[src/rtl/logpwm_pkg.sv]
// Shared sizes for the log-frequency PWM bank.
// Assumes: callers override these only together with the top parameters.
package logpwm_pkg;
    localparam int unsigned DUTY_BITS = 8;   // duty is a fraction of 2**DUTY_BITS
    localparam int unsigned EXP_BITS  = 4;   // exponent field width
endpackage

[src/rtl/logpwm_timebase.sv]
// Shared timebase: tick prescaler, period counter and the working exponent.
// Assumes: exponent writes are single-cycle strobes; the new exponent is
// adopted only on the tick that ends the running period.
module logpwm_timebase #(
    parameter int unsigned EXP_W    = 4,
    parameter int unsigned TICK_DIV = 2,
    localparam int unsigned CNT_W   = (1 << EXP_W) - 1
) (
    input  logic             clk,
    input  logic             rst_n,
    input  logic             exp_we,
    input  logic [EXP_W-1:0] exp_wdata,
    output logic             tick,
    output logic             wrap,
    output logic [CNT_W-1:0] cnt,
    output logic [EXP_W-1:0] act_exp
);
    localparam int unsigned TDIV_W = (TICK_DIV > 1) ? $clog2(TICK_DIV) : 1;

    logic [EXP_W-1:0] pend_exp;
    logic [CNT_W:0]   last_pos;

    // Tick prescaler: one tick every TICK_DIV clocks.
    generate
        if (TICK_DIV > 1) begin : g_div
            logic [TDIV_W-1:0] div_q;
            always_ff @(posedge clk) begin
                if (!rst_n || tick) div_q <= '0;
                else                div_q <= div_q + 1'b1;
            end
            assign tick = (div_q == TDIV_W'(TICK_DIV - 1));
        end else begin : g_nodiv
            assign tick = 1'b1;
        end
    endgenerate

    // Last counter value of the current period.
    always_comb last_pos = ((CNT_W + 1)'(1) << act_exp) - 1'b1;
    assign wrap = tick && ({1'b0, cnt} == last_pos);

    // Period counter: advance on tick, restart at the period end.
    always_ff @(posedge clk) begin
        if (!rst_n || wrap) cnt <= '0;
        else if (tick)      cnt <= cnt + 1'b1;
    end

    // Pending exponent: captures writes at once.
    always_ff @(posedge clk) begin
        if (!rst_n)      pend_exp <= '0;
        else if (exp_we) pend_exp <= exp_wdata;
    end

    // Working exponent: adopted at the period end only.
    always_ff @(posedge clk) begin
        if (!rst_n)    act_exp <= '0;
        else if (wrap) act_exp <= pend_exp;
    end
endmodule

[src/rtl/logpwm_chan.sv]
// One generator: shadow and working duty/select, phase compare, line decode.
// Assumes: counter value is below 2**act_exp, so the scaled phase fits
// in DUTY_W bits.
module logpwm_chan #(
    parameter int unsigned EXP_W     = 4,
    parameter int unsigned DUTY_W    = 8,
    parameter int unsigned NUM_LINES = 16,
    parameter int unsigned RESET_SEL = 0,
    localparam int unsigned CNT_W    = (1 << EXP_W) - 1,
    localparam int unsigned LINE_W   = $clog2(NUM_LINES)
) (
    input  logic                 clk,
    input  logic                 rst_n,
    input  logic                 wrap,
    input  logic [CNT_W-1:0]     cnt,
    input  logic [EXP_W-1:0]     act_exp,
    input  logic                 duty_we,
    input  logic [DUTY_W-1:0]    duty_wdata,
    input  logic                 sel_we,
    input  logic [LINE_W-1:0]    sel_wdata,
    output logic [NUM_LINES-1:0] drive
);
    logic [DUTY_W-1:0]       pend_duty, act_duty;
    logic [LINE_W-1:0]       pend_sel, act_sel;
    logic [CNT_W+DUTY_W-1:0] scaled;
    logic [DUTY_W-1:0]       phase;

    // Shadow registers: capture writes at once.
    always_ff @(posedge clk) begin
        if (!rst_n) begin
            pend_duty <= '0;
            pend_sel  <= LINE_W'(RESET_SEL);
        end else begin
            if (duty_we) pend_duty <= duty_wdata;
            if (sel_we)  pend_sel  <= sel_wdata;
        end
    end

    // Working registers: copied from the shadows at the period end.
    always_ff @(posedge clk) begin
        if (!rst_n) begin
            act_duty <= '0;
            act_sel  <= LINE_W'(RESET_SEL);
        end else if (wrap) begin
            act_duty <= pend_duty;
            act_sel  <= pend_sel;
        end
    end

    // Phase: counter scaled to a DUTY_W-bit fraction of the period.
    always_comb begin
        scaled = {cnt, {DUTY_W{1'b0}}} >> act_exp;
        phase  = scaled[DUTY_W-1:0];
    end

    // Line decode: one-hot onto the selected line while high.
    always_comb begin
        if (phase < act_duty) drive = {{(NUM_LINES-1){1'b0}}, 1'b1} << act_sel;
        else                  drive = '0;
    end
endmodule

[src/rtl/logpwm_bank.sv]
// Top: shared timebase, NUM_GEN generators, OR merge and output register.
// Assumes: write strobes are synchronous to clk and one cycle wide.
module logpwm_bank #(
    parameter int unsigned NUM_GEN   = 4,
    parameter int unsigned NUM_LINES = 16,
    parameter int unsigned TICK_DIV  = 2,
    localparam int unsigned EXP_W    = logpwm_pkg::EXP_BITS,
    localparam int unsigned DUTY_W   = logpwm_pkg::DUTY_BITS,
    localparam int unsigned GEN_W    = $clog2(NUM_GEN),
    localparam int unsigned LINE_W   = $clog2(NUM_LINES),
    localparam int unsigned CNT_W    = (1 << EXP_W) - 1
) (
    input  logic                 clk,
    input  logic                 rst_n,
    input  logic                 exp_we,
    input  logic [EXP_W-1:0]     exp_wdata,
    input  logic                 duty_we,
    input  logic [GEN_W-1:0]     duty_gen,
    input  logic [DUTY_W-1:0]    duty_wdata,
    input  logic                 sel_we,
    input  logic [GEN_W-1:0]     sel_gen,
    input  logic [LINE_W-1:0]    sel_wdata,
    output logic [NUM_LINES-1:0] pwm_out
);
    logic                 tick, wrap;
    logic [CNT_W-1:0]     cnt;
    logic [EXP_W-1:0]     act_exp;
    logic [NUM_LINES-1:0] drive [NUM_GEN];
    logic [NUM_LINES-1:0] merged;

    logpwm_timebase #(.EXP_W(EXP_W), .TICK_DIV(TICK_DIV)) u_tb (
        .clk(clk), .rst_n(rst_n), .exp_we(exp_we), .exp_wdata(exp_wdata),
        .tick(tick), .wrap(wrap), .cnt(cnt), .act_exp(act_exp)
    );

    generate
        for (genvar g = 0; g < NUM_GEN; g++) begin : g_chan
            logpwm_chan #(
                .EXP_W(EXP_W), .DUTY_W(DUTY_W), .NUM_LINES(NUM_LINES),
                .RESET_SEL(g % NUM_LINES)
            ) u_chan (
                .clk(clk), .rst_n(rst_n), .wrap(wrap), .cnt(cnt),
                .act_exp(act_exp),
                .duty_we(duty_we && (duty_gen == GEN_W'(g))),
                .duty_wdata(duty_wdata),
                .sel_we(sel_we && (sel_gen == GEN_W'(g))),
                .sel_wdata(sel_wdata),
                .drive(drive[g])
            );
        end
    endgenerate

    // Merge: generators sharing a line are ORed.
    always_comb begin
        merged = '0;
        for (int g = 0; g < NUM_GEN; g++) merged = merged | drive[g];
    end

    // Output register: lines change one cycle after the counter.
    always_ff @(posedge clk) begin
        if (!rst_n) pwm_out <= '0;
        else        pwm_out <= merged;
    end
endmodule

[config.mk]
export PLATFORM = sky130hd
export DESIGN_NAME = logpwm_bank
export DESIGN_NICKNAME = d
export VERILOG_FILES = /design/src/rtl/logpwm_pkg.sv /design/src/rtl/logpwm_timebase.sv /design/src/rtl/logpwm_chan.sv /design/src/rtl/logpwm_bank.sv
export SDC_FILE = /design/constraint.sdc
export NUM_CORES = 1
export LEC_CHECK = 0
export CAP_MARGIN = 30
export CORE_ASPECT_RATIO = 1.2
export CORE_MARGIN = 5
export CORE_UTILIZATION = 30
export CTS_BUF_LIST = sky130_fd_sc_hd__clkbuf_8
export DETAILED_ROUTE_END_ITERATION = 8
export DONT_BUFFER_PORTS = 1
export PLACE_DENSITY = 0.49
export SLEW_MARGIN = 5
export SYNTH_ARGS = -nofsm -noshare
export SYNTH_HDL_FRONTEND = slang
export SYNTH_SLANG_ARGS = --single-unit
[constraint.sdc]
create_clock -name clk -period 3.85 [get_ports clk]
set_clock_uncertainty 0.05 [all_clocks]
set_input_delay 0.77 -clock clk [delete_from_list [all_inputs] [get_ports clk]]
set_output_delay 0.77 -clock clk [all_outputs]
set_load 0.01 [all_outputs]
### Yosys cells after proc, flatten, opt, wreduce, memory -nomap -nowiden

Cells that the tools add are included.

* bits in registers: 136
* bits in latches: 0
* RAM bits: 0
* ROM bits: 0
* input bits: 25
* logic and storage cells: 62
* memories: 0

* add/subtract/negate cells: 3
* multiply operators: 0
* divide/modulo/power cells: 0
* $lt $le $gt $ge: 4
* eq/ne operators: 7
* shifts and indexed selects: 6
* mux-type cells: 4
* bitwise operators: 3
* reduce and logical (&&, ||, !) cells: 14

Operators by type and width (count)
* 1-bit by 4-bit << shifter with 16-bit output, first input constant: 5
* 16-bit two-way mux: 4
* 16-bit bitwise OR: 3
* 8-bit less-than comparator: 4
* 23-bit by 4-bit >> shifter with 8-bit output: 1
* 15-bit by 16-bit == test with 1-bit output: 1
* 16-bit by 1-bit subtractor with 16-bit output, second input constant: 1
* 15-bit by 1-bit adder with 15-bit output, second input constant: 1
* 1-bit logical AND: 9
* 2-bit == test, second input constant: 4
* 2-bit by 1-bit == test with 1-bit output, second input constant: 2
* 2-bit logical NOT: 2
* 1-bit logical OR: 2
* 1-bit adder, second input constant: 1
* 1-bit logical NOT: 1

### Depth between registers and ports, before layout

Gate-level depths: netlist of run 1.

* depth in word-level cells: 6
* depth in mapped cells: 17
* gate-level depth less buffers: 13

### By module

From an unflattened synthesis of run 1, not the netlist that was laid out.

* cells, all modules: 1051
* area, all modules: 9857.0 um^2

Modules (own cells, without submodules)
* logpwm_chan (g_chan[1].u_chan ...): instances 2, cells each 198, area each 1941.9 um^2, sequential area each 480.5 um^2
* logpwm_chan (g_chan[3].u_chan): instances 1, cells each 198, area each 1936.9 um^2, sequential area each 480.5 um^2
* logpwm_chan (g_chan[0].u_chan): instances 1, cells each 209, area each 1838.0 um^2, sequential area each 480.5 um^2
* logpwm_timebase: instances 1, cells each 206, area each 1616.6 um^2, sequential area each 480.5 um^2
* logpwm_bank: instances 1, cells each 42, area each 581.8 um^2, sequential area each 320.3 um^2

### Worst setup path after synthesis of run 1

Ideal clock, no wire load.

* path type: flip-flop to flip-flop
* from: reg u_tb.act_exp[1]
* to: reg pwm_out[5]
* data arrival time: 3.891 ns
* slack: -0.227 ns
* stages on the path, launching flop included: 16
* cells stage by stage: dfxtp_1 -> buf_6 -> buf_2 -> buf_1 -> buf_1 -> mux2i_1 -> a21oi_1 -> mux4_2 -> ha_1 -> and3_1 -> o2111ai_1 -> nor3_1 -> clkbuf_1 -> nor4_1 -> o21ai_0 -> o2111ai_1

* longest elaborated chain between the ends: 6
* elaborated cells between the ends (all ways): 12
* classes of those cells: 4 x order compare; 1 x shift; 4 x mux; 3 x bitwise

RTL lines
* start: declaration: line logpwm_timebase.sv:16 `output logic [EXP_W-1:0] act_exp`
* start signal: assignment: line logpwm_timebase.sv:56 `else if (wrap) act_exp <= pend_exp;`
* 23-bit by 4-bit >> shifter with 8-bit output *: line logpwm_chan.sv:52 `scaled = {cnt, {DUTY_W{1'b0}}} >> act_exp;`
* 8-bit less-than comparator: line logpwm_chan.sv:58 `if (phase < act_duty) drive = {{(NUM_LINES-1){1'b0}}, 1'b1} << act_sel;`
* 16-bit two-way mux: line logpwm_chan.sv:58
* 16-bit bitwise OR (2 in a row): line logpwm_bank.sv:56 `for (int g = 0; g < NUM_GEN; g++) merged = merged | drive[g];`
* 16-bit bitwise OR *: line logpwm_bank.sv:56
* end signal: assignment: line logpwm_bank.sv:62 `else pwm_out <= merged;`
* end: declaration: line logpwm_bank.sv:23 `output logic [NUM_LINES-1:0] pwm_out`

Mark *: on every way between the ends. The rest lies on a longest branch, timed or not.
A chain may end at the register's enable or synchronous reset.

### Worst setup path after layout of run 1

* from: reg u_tb.act_exp[1]
* to: reg u_tb.cnt[3]

* longest elaborated chain between the ends: 5

RTL lines
* 1-bit by 4-bit << shifter with 16-bit output: line logpwm_timebase.sv:38 `always_comb last_pos = ((CNT_W + 1)'(1) << act_exp) - 1'b1;`
* 16-bit by 1-bit subtractor with 16-bit output: line logpwm_timebase.sv:38
* 15-bit by 16-bit == test with 1-bit output: line logpwm_timebase.sv:39 `assign wrap = tick && ({1'b0, cnt} == last_pos);`
* 1-bit logical AND: line logpwm_timebase.sv:39
* 1-bit logical OR: line logpwm_timebase.sv:43 `if (!rst_n || wrap) cnt <= '0;`
* end signal: assignment: line logpwm_timebase.sv:44 `else if (tick) cnt <= cnt + 1'b1;`
* end: declaration: line logpwm_timebase.sv:15 `output logic [CNT_W-1:0] cnt,`

No other way between the ends.

==> results.tsv, run 1 <==
stage	metric	value	unit
hold_path	holdCritPathClass	in -> reg	
power_and_ir_drop	leakage	0.00327	uW
critical_path	cp.depth	12	
sta	period_minus_slack	3.63	ns
final_layout	layout.nets	979	
hold_path	holdPathEnd	g_chan[3].u_chan.pend_sel[0]	
yosys	synth_cell_types	63	
drt	drc	0	
critical_path	startpoint	u_tb.act_exp[1]	
yosys	netlist.area_leader.share	33.3	%
floorplan	die_h	191	um
yosys	synth_ff_type	dfxtp_1	
global_route	grt_pass1_vias	6448	
critical_path	rr_worst_depth	12	
clock_tree	clkTransAtPathRegs	0.08	ns
place	place.gp.congestion	0.889	
final_layout	multi_input_area	4960	um2
power_and_ir_drop	peakVddDrop	0.632	mV
critical_path	crit_arrival	3.93	ns
yosys	ys_seq_area_share	33.3	%
floorplan	ioPinCount	41	
yosys	syn_area_per_cell	8.53	um2
drt	drtIter0Drc	496	
critical_path	critPathRequiredTime	4.15	ns
critical_path	reg2reg_to	u_tb.cnt[3]	
yosys	synth_edf_count	0	
floorplan	fp-row-count	66	
global_route	grt_overflow	0	
critical_path	critPathCaptureType	flop	
global_route	grt_pass1_wl	35900	um
drt	routed_wl	21600	um
yosys	synth_common_cells	dfxtp_1, nand2_1, mux2i_1	
critical_path	start_kind	flop	
sta	rsz0062_at_grt	no	
sta	final_hold_viol_count	0	
drt	wl_per_cell	16.9	um
final_layout	nFillCells	2762	
clock_tree	cts.path.max_buffers	2	
critical_path	reg2reg_slack	0.22	ns
yosys	syn-instance-count	957	
drt	via_count	6629	
floorplan	die_area	30600	um2
critical_path	r2r-start	u_tb.act_exp[1]	
clock_tree	cts_buffers	17	
critical_path	critPathMaxStageDelay	0.62	ns
yosys	yosys-top-cells-area	dfxtp_1, mux2i_1, nand2_1	
yosys	synth.cell_area	8160	um2
final_layout	drive_gt1_share	9.71	%
floorplan	start_util	30.2	%
floorplan	coreArea	27000	um2
critical_path	slowest_stage	or4_1	
clock_tree	clk_latency	0.46	ns
clock_tree	hold_buffers	0	
sta	finalSetupViolCount	0	
place	hpwl	15600	um
critical_path	worst_path_dominant_cell_family	simple AND/OR/NAND/NOR gates	
yosys	synth_top_cell_by_area	dfxtp_1	
sta	fin_crit_sh	94.3	%
sta	setup_tns	0	ns
power_and_ir_drop	finalPower	5450	uW
global_route	grt_max_degree	188	
sta	tightest_slew	0.894	ns
drt	drt-pass1-iter-count	6	
drt	antenna_left	0	
critical_path	worstSetupPathType	reg -> reg	
sta	maxSlewViolCount	0	
yosys	ys_ff_latch	136	
clock_tree	cts_tree	done	
global_route	antenna_found_initial	0	
drt	viasPerCell	5.19	
yosys	syn-num-nets	1012	
final_layout	antenna_cells	0	
flow_run	maxCapViolCount	0	
yosys	yosys.cell_count.top_type	dfxtp_1	
clock_tree	cts.sinks	136	
critical_path	crit_fanout	17	
hold_path	min_path_cells	2	
sta	fmax	0.275	GHz
place	port_buffers	0	
critical_path	cp_common_cell	buf_4	
final_layout	area_growth	9.49	%
power_and_ir_drop	power_density	609	nW/um2
status	status	finished clean	
critical_path	worstPathCellList	buf_12, or3_1, or2_1, ha_1, buf_4, and4b_1, o21ai_0, a21boi_1, nand4_2, or4_1, buf_4, and3_1	
critical_path	crit_buf_inv	3	
sta	slew_headroom	40.3	%
clock_tree	cts_root_buf	clkbuf_8	
floorplan	die-width	161	um
clock_tree	cts_max_level	4	
global_route	grt_usage	14.5	%
final_layout	regArea	2730	um2
hold_path	hold_start	sel_wdata[0]	
yosys	synthArstFlopShare	0	%
yosys	yosys_warnings	0	
metal layers:
layer,up-vias,track usage (%),share of wire (%)
li1,3371,-,-
met1,3112,19.4,47
met2,120,23.4,48
met3,26,3.11,3.5
met4,0,4.77,2.0
met5,-,0,0
cell families after synthesis:
logic type / after synthesis / synth area share, %
multiplexers: 131 / 17.1
flip-flops: 136 / 33.3
XOR/XNOR: 18 / 1.93
buffers and inverters: 122 / 6.15
adder cells (fa/ha/maj): 30 / 4.60
AO/OA/AOI/OAI: 119 / 10.2
AND/OR/NAND/NOR: 401 / 26.7
report_power, final:
part	switching, uW	total (uW)	internal (uW)
combinational	1450	2510	1050
sequential	122	1640	1510
clock	605	1300	700
worst register-to-register path: stages, from the launching register on:
cell and delay, ns:
dfxtp_2 0.38, buf_12 0.17, or3_1 0.37, or2_1 0.25
ha_1 0.23, buf_4 0.16, and4b_1 0.19, o21ai_0 0.25
a21boi_1 0.26, nand4_2 0.21, or4_1 0.62, buf_4 0.22
and3_1 0.18
metrics by stage:
step                      setup slack (ns)  std cells  util, %  instance area (um2)  hold WS (ns)
after global routing                0.0112       1277     33.1                 8940         0.350
after floorplan                      0.157        957        -                 8170         0.380
after detailed placement             0.223       1244     31.4                 8490         0.394
final                                0.218       1277     33.1                 8940         0.390
after global placement               0.258       1244     31.4                 8490         0.390
after CTS                            0.193       1276     33.1                 8930         0.349
how the worst max path moves through the flow:
stage | endpoint | slack [ns]
after floorplan | pwm_out[9] | 0.16
after global placement | g_chan[0].u_chan.act_sel[2] | 0.26
after detailed placement | g_chan[3].u_chan.act_duty[2] | 0.22
after CTS | g_chan[1].u_chan.act_sel[1] | 0.19
after global routing | g_chan[1].u_chan.act_duty[0] | 0.01
final | u_tb.cnt[3] | 0.22
state kept, by name, indices dropped and copies added (netlist names):
| signal | count |
|---|---|
| g_chan.u_chan.pend_sel | 16 |
| u_tb.pend_exp | 4 |
| pwm_out | 16 |
| u_tb.cnt | 15 |
| u_tb.tick | 1 |
| g_chan.u_chan.act_sel | 16 |
| u_tb.act_exp | 4 |
| g_chan.u_chan.pend_duty | 32 |
| g_chan.u_chan.act_duty | 32 |
cell type report:
cell class | count | area share (%)
clock buffers | 20 | 3.08
inverters | 42 | 1.76
flip-flops and latches | 136 | 30.5
well taps | 340 | 4.76
repair buffers | 28 | 2.63
clock inverters | 12 | 1.83
multi-input cells | 699 | 55.4
cells in the final DEF, fill, tap and decap left out, types with 5 or more instances in the layout:
cell	Yosys	routed
dfxtp_1	136	134
nand2_1	131	131
mux2i_1	117	117
nor2b_1	62	62
nand4_1	43	43
inv_1	41	41
o21ai_0	37	37
nor4_1	37	36
ha_1	30	30
buf_4	4	26
and3_1	22	22
clkbuf_8	0	20
nand3_1	18	18
o2111ai_1	18	18
nand2b_1	17	17
nor3_1	15	14
a21oi_1	12	12
nor2_1	12	12
xnor2_1	12	12
a21o_1	10	10
mux2_2	8	8
nand3b_1	7	7
nor3b_1	8	7
mux4_2	6	6
o21a_1	6	6
xor2_1	6	6
o211ai_1	5	5
or2_2	5	5
or3_1	5	5
what timing repair did:
item	CTS	global route
buffers inserted	0	0
setup endpoints to repair	0	55
resized for setup	0	2
Power figures use the tool's default switching activity.
==> run 2: changes to the inputs <==
--- a/config.mk
+++ b/config.mk
@@ -8,2 +8,4 @@
 export CAP_MARGIN = 30
+export CELL_PAD_IN_SITES_DETAIL_PLACEMENT = 0
+export CELL_PAD_IN_SITES_GLOBAL_PLACEMENT = 2
 export CORE_ASPECT_RATIO = 1.2
@@ -14,3 +16,3 @@
 export DONT_BUFFER_PORTS = 1
-export PLACE_DENSITY = 0.49
+export PLACE_DENSITY = 0.67
 export SLEW_MARGIN = 5
==> constraint.sdc (replaced) <==
create_clock -name clk -period 3.4 [get_ports clk]
set_clock_uncertainty 0.05 [all_clocks]
set_input_delay 0.68 -clock clk [delete_from_list [all_inputs] [get_ports clk]]
set_output_delay 0.68 -clock clk [all_outputs]
set_load 0.005 [all_outputs]
==> results.tsv, run 2 (synthesized netlist as in run 1, its figures left out) <==
stage	metric	value	unit
global_route	grt_usage	16.1	%
power_and_ir_drop	internal_power	4660	uW
global_route	grt_max_degree	188	
final_layout	nFillCells	2732	
global_route	grt_overflow	0	
sta	maxSlewViolCount	0	
place	port_buffers	0	
place	dpl-instance-area	8920	um2
floorplan	start_util	30.2	%
status	violations	setup timing	
drt	drt-pass1-iter-count	4	
global_route	antenna_found_initial	0	
final_layout	final_cell_mix	dfxtp_1, nand2_1, mux2i_1	
critical_path	worstSetupPathType	reg -> reg	
critical_path	reg2reg_slack	-0.05	ns
power_and_ir_drop	power_density	765	nW/um2
final_layout	stdcell_count	1344	
critical_path	critPathMaxStageDelay	0.43	ns
sta	final_hold_viol_count	0	
clock_tree	cts_max_level	4	
status	status	finished, violations left	
place	place.gp.congestion	0.882	
floorplan	ioPinCount	41	
power_and_ir_drop	combPwrFrac	58.6	%
floorplan	die_h	191	um
critical_path	critPathCaptureType	flop	
power_and_ir_drop	peakVddDrop	0.352	mV
drt	wl_per_cell	18.2	um
drt	viasPerCell	5.15	
clock_tree	cts.sinks	136	
sta	fin_ws	-0.0493	ns
sta	tightest_slew	0.837	ns
clock_tree	cts_buffers	17	
critical_path	crit_fanout	6	
critical_path	cp_common_cell	buf_6	
floorplan	die_area	30600	um2
critical_path	worstPathCellList	buf_6, or3_4, or2_4, ha_4, buf_6, or4_4, a21bo_4, a32oi_2, o2111ai_2, nor4_4, buf_4, buf_6, buf_12, buf_16, mux2i_1	
floorplan	fp-row-count	66	
critical_path	reg2reg_to	g_chan[0].u_chan.act_duty[0]	
floorplan	coreArea	27000	um2
sta	fin_crit_sh	101	%
power_and_ir_drop	pwr-share-seq	23.7	%
critical_path	rr_worst_depth	15	
critical_path	slowest_stage	or4_4	
sta	fin_hold_ws	0.292	ns
final_layout	layout.nets	1046	
final_layout	antenna_cells	0	
hold_path	holdCritPathClass	in -> reg	
final_layout	postLayoutCoreUtil	37.1	%
place	hpwl	17300	um
floorplan	die-width	161	um
global_route	grt_pass1_vias	6917	
clock_tree	cts.path.max_buffers	2	
drt	drc	0	
critical_path	r2r-start	u_tb.act_exp[1]	
drt	antenna_left	0	
clock_tree	clk_latency	0.46	ns
sta	period_minus_slack	3.45	ns
power_and_ir_drop	leakage	0.00375	uW
drt	routed_wl	24500	um
critical_path	crit_arrival	3.79	ns
clock_tree	cts_root_buf	clkbuf_8	
critical_path	start_kind	flop	
clock_tree	cts_tree	done	
power_and_ir_drop	switching_share	39.3	%
drt	drtIter0Drc	343	
final_layout	drive_gt1_share	21.5	%
final_layout	final_common_cell	dfxtp_1	
place	dpl.cell_count	1295	
clock_tree	clkTransAtPathRegs	0.08	ns
critical_path	cp-endpoint	g_chan[0].u_chan.act_duty[0]	
sta	finalSetupViolCount	35	
power_and_ir_drop	switchingPower	3010	uW
sta	fmax	0.290	GHz
sta	slew_headroom	44.1	%
critical_path	critPathRequiredTime	3.75	ns
final_layout	reg_top3	g_chan.u_chan.act_duty (32), g_chan.u_chan.pend_duty (32)	
drt	via_count	6919	
hold_path	hold_start	rst_n	
final_layout	final_area	10000	um2
critical_path	startpoint	u_tb.act_exp[1]	
sta	rsz0062_at_grt	yes	
power_and_ir_drop	clkPwrFrac	17.7	%
flow_run	maxCapViolCount	0	
final_layout	area_growth	22.7	%
global_route	grt_pass1_wl	39300	um
sta	setup_tns	-0.615	ns
==> run 2: cell types whose count changed in the layout (fill, tap and decap cells not counted), moves of 4 or more <==
cell and change:
buf_4 +48, o21ai_0 -23, nor4_1 -21, nor4_2 +16, o21ai_1 +16, buf_12 +7, buf_6 +7, o2111ai_1 -7
o2111ai_2 +6, nor4_4 +5, o21ai_2 +5, mux2i_1 -4
==> run 2: timing repair <==
action	in CTS	in global routing
hold buffers	0	0
cloned	4	1
resized for setup	27	87
setup endpoints to repair	77	83
pin swaps	7	30
setup buffers	10	4
==> run 2: metal layers <==
layer  share of wire [%]  track usage [%]  routed length [um]  up-vias
met2                  49             27.0               12000      118
met1                  46             20.9               11300     3267
li1                    -                -                   -     3498
met3                 3.1             3.07                 758       36
met5                   0                0                   0        -
met4                 1.9             5.46                 458        0
==> run 2: stage by stage <==
stage	total power, uW	setup WS (ns)
floorplan	4100	-0.0148
global placement	5260	-0.177
detailed placement	5250	-0.161
CTS	7440	-0.113
global route	8090	-0.178
finish	7670	-0.0493
==> run 2: area by class of cell <==
class                           count  area [um2]  area share [%]
Clock buffer                       17         234            2.34
Tap cell                          340         425            4.25
Clock inverter                     15         154            1.54
Sequential cell                   136        2730            27.2
Inverter                           42         158            1.57
Multi-Input combinational cell    699        5390            53.8
Timing Repair Buffer               95         932            9.30
==> run 2: worst min path at each step <==
stage	depth (start not counted)	slack (ns)	endpoint
finish	1	0.29	g_chan[3].u_chan.pend_sel[0]
global route	1	0.25	g_chan[2].u_chan.pend_sel[1]
CTS	1	0.24	g_chan[2].u_chan.pend_sel[1]
detailed placement	2	0.40	g_chan[1].u_chan.act_duty[4]
global placement	2	0.39	g_chan[0].u_chan.act_duty[5]
floorplan	2	0.38	g_chan[0].u_chan.act_duty[0]
==> run 2: critical path, delay by kind of cell (launching register included) <==
family,cells,cell delay (ns)
AND/OR/NAND/NOR,4,1.27
flip-flops,1,0.35
adder cells (fa/ha/maj),1,0.17
buffers and inverters,6,0.77
AO/OA/AOI/OAI,3,0.61
multiplexers,1,0.16
==> run 2: power by group through the flow <==
stage	Sequential, uW	Clock, uW	Combinational [uW]
after global placement	1860	0	3410
after floorplan	1800	0	2300
final	1820	1360	4500
after CTS	1820	1390	4230
after detailed placement	1860	0	3390
after global routing	1840	1470	4780
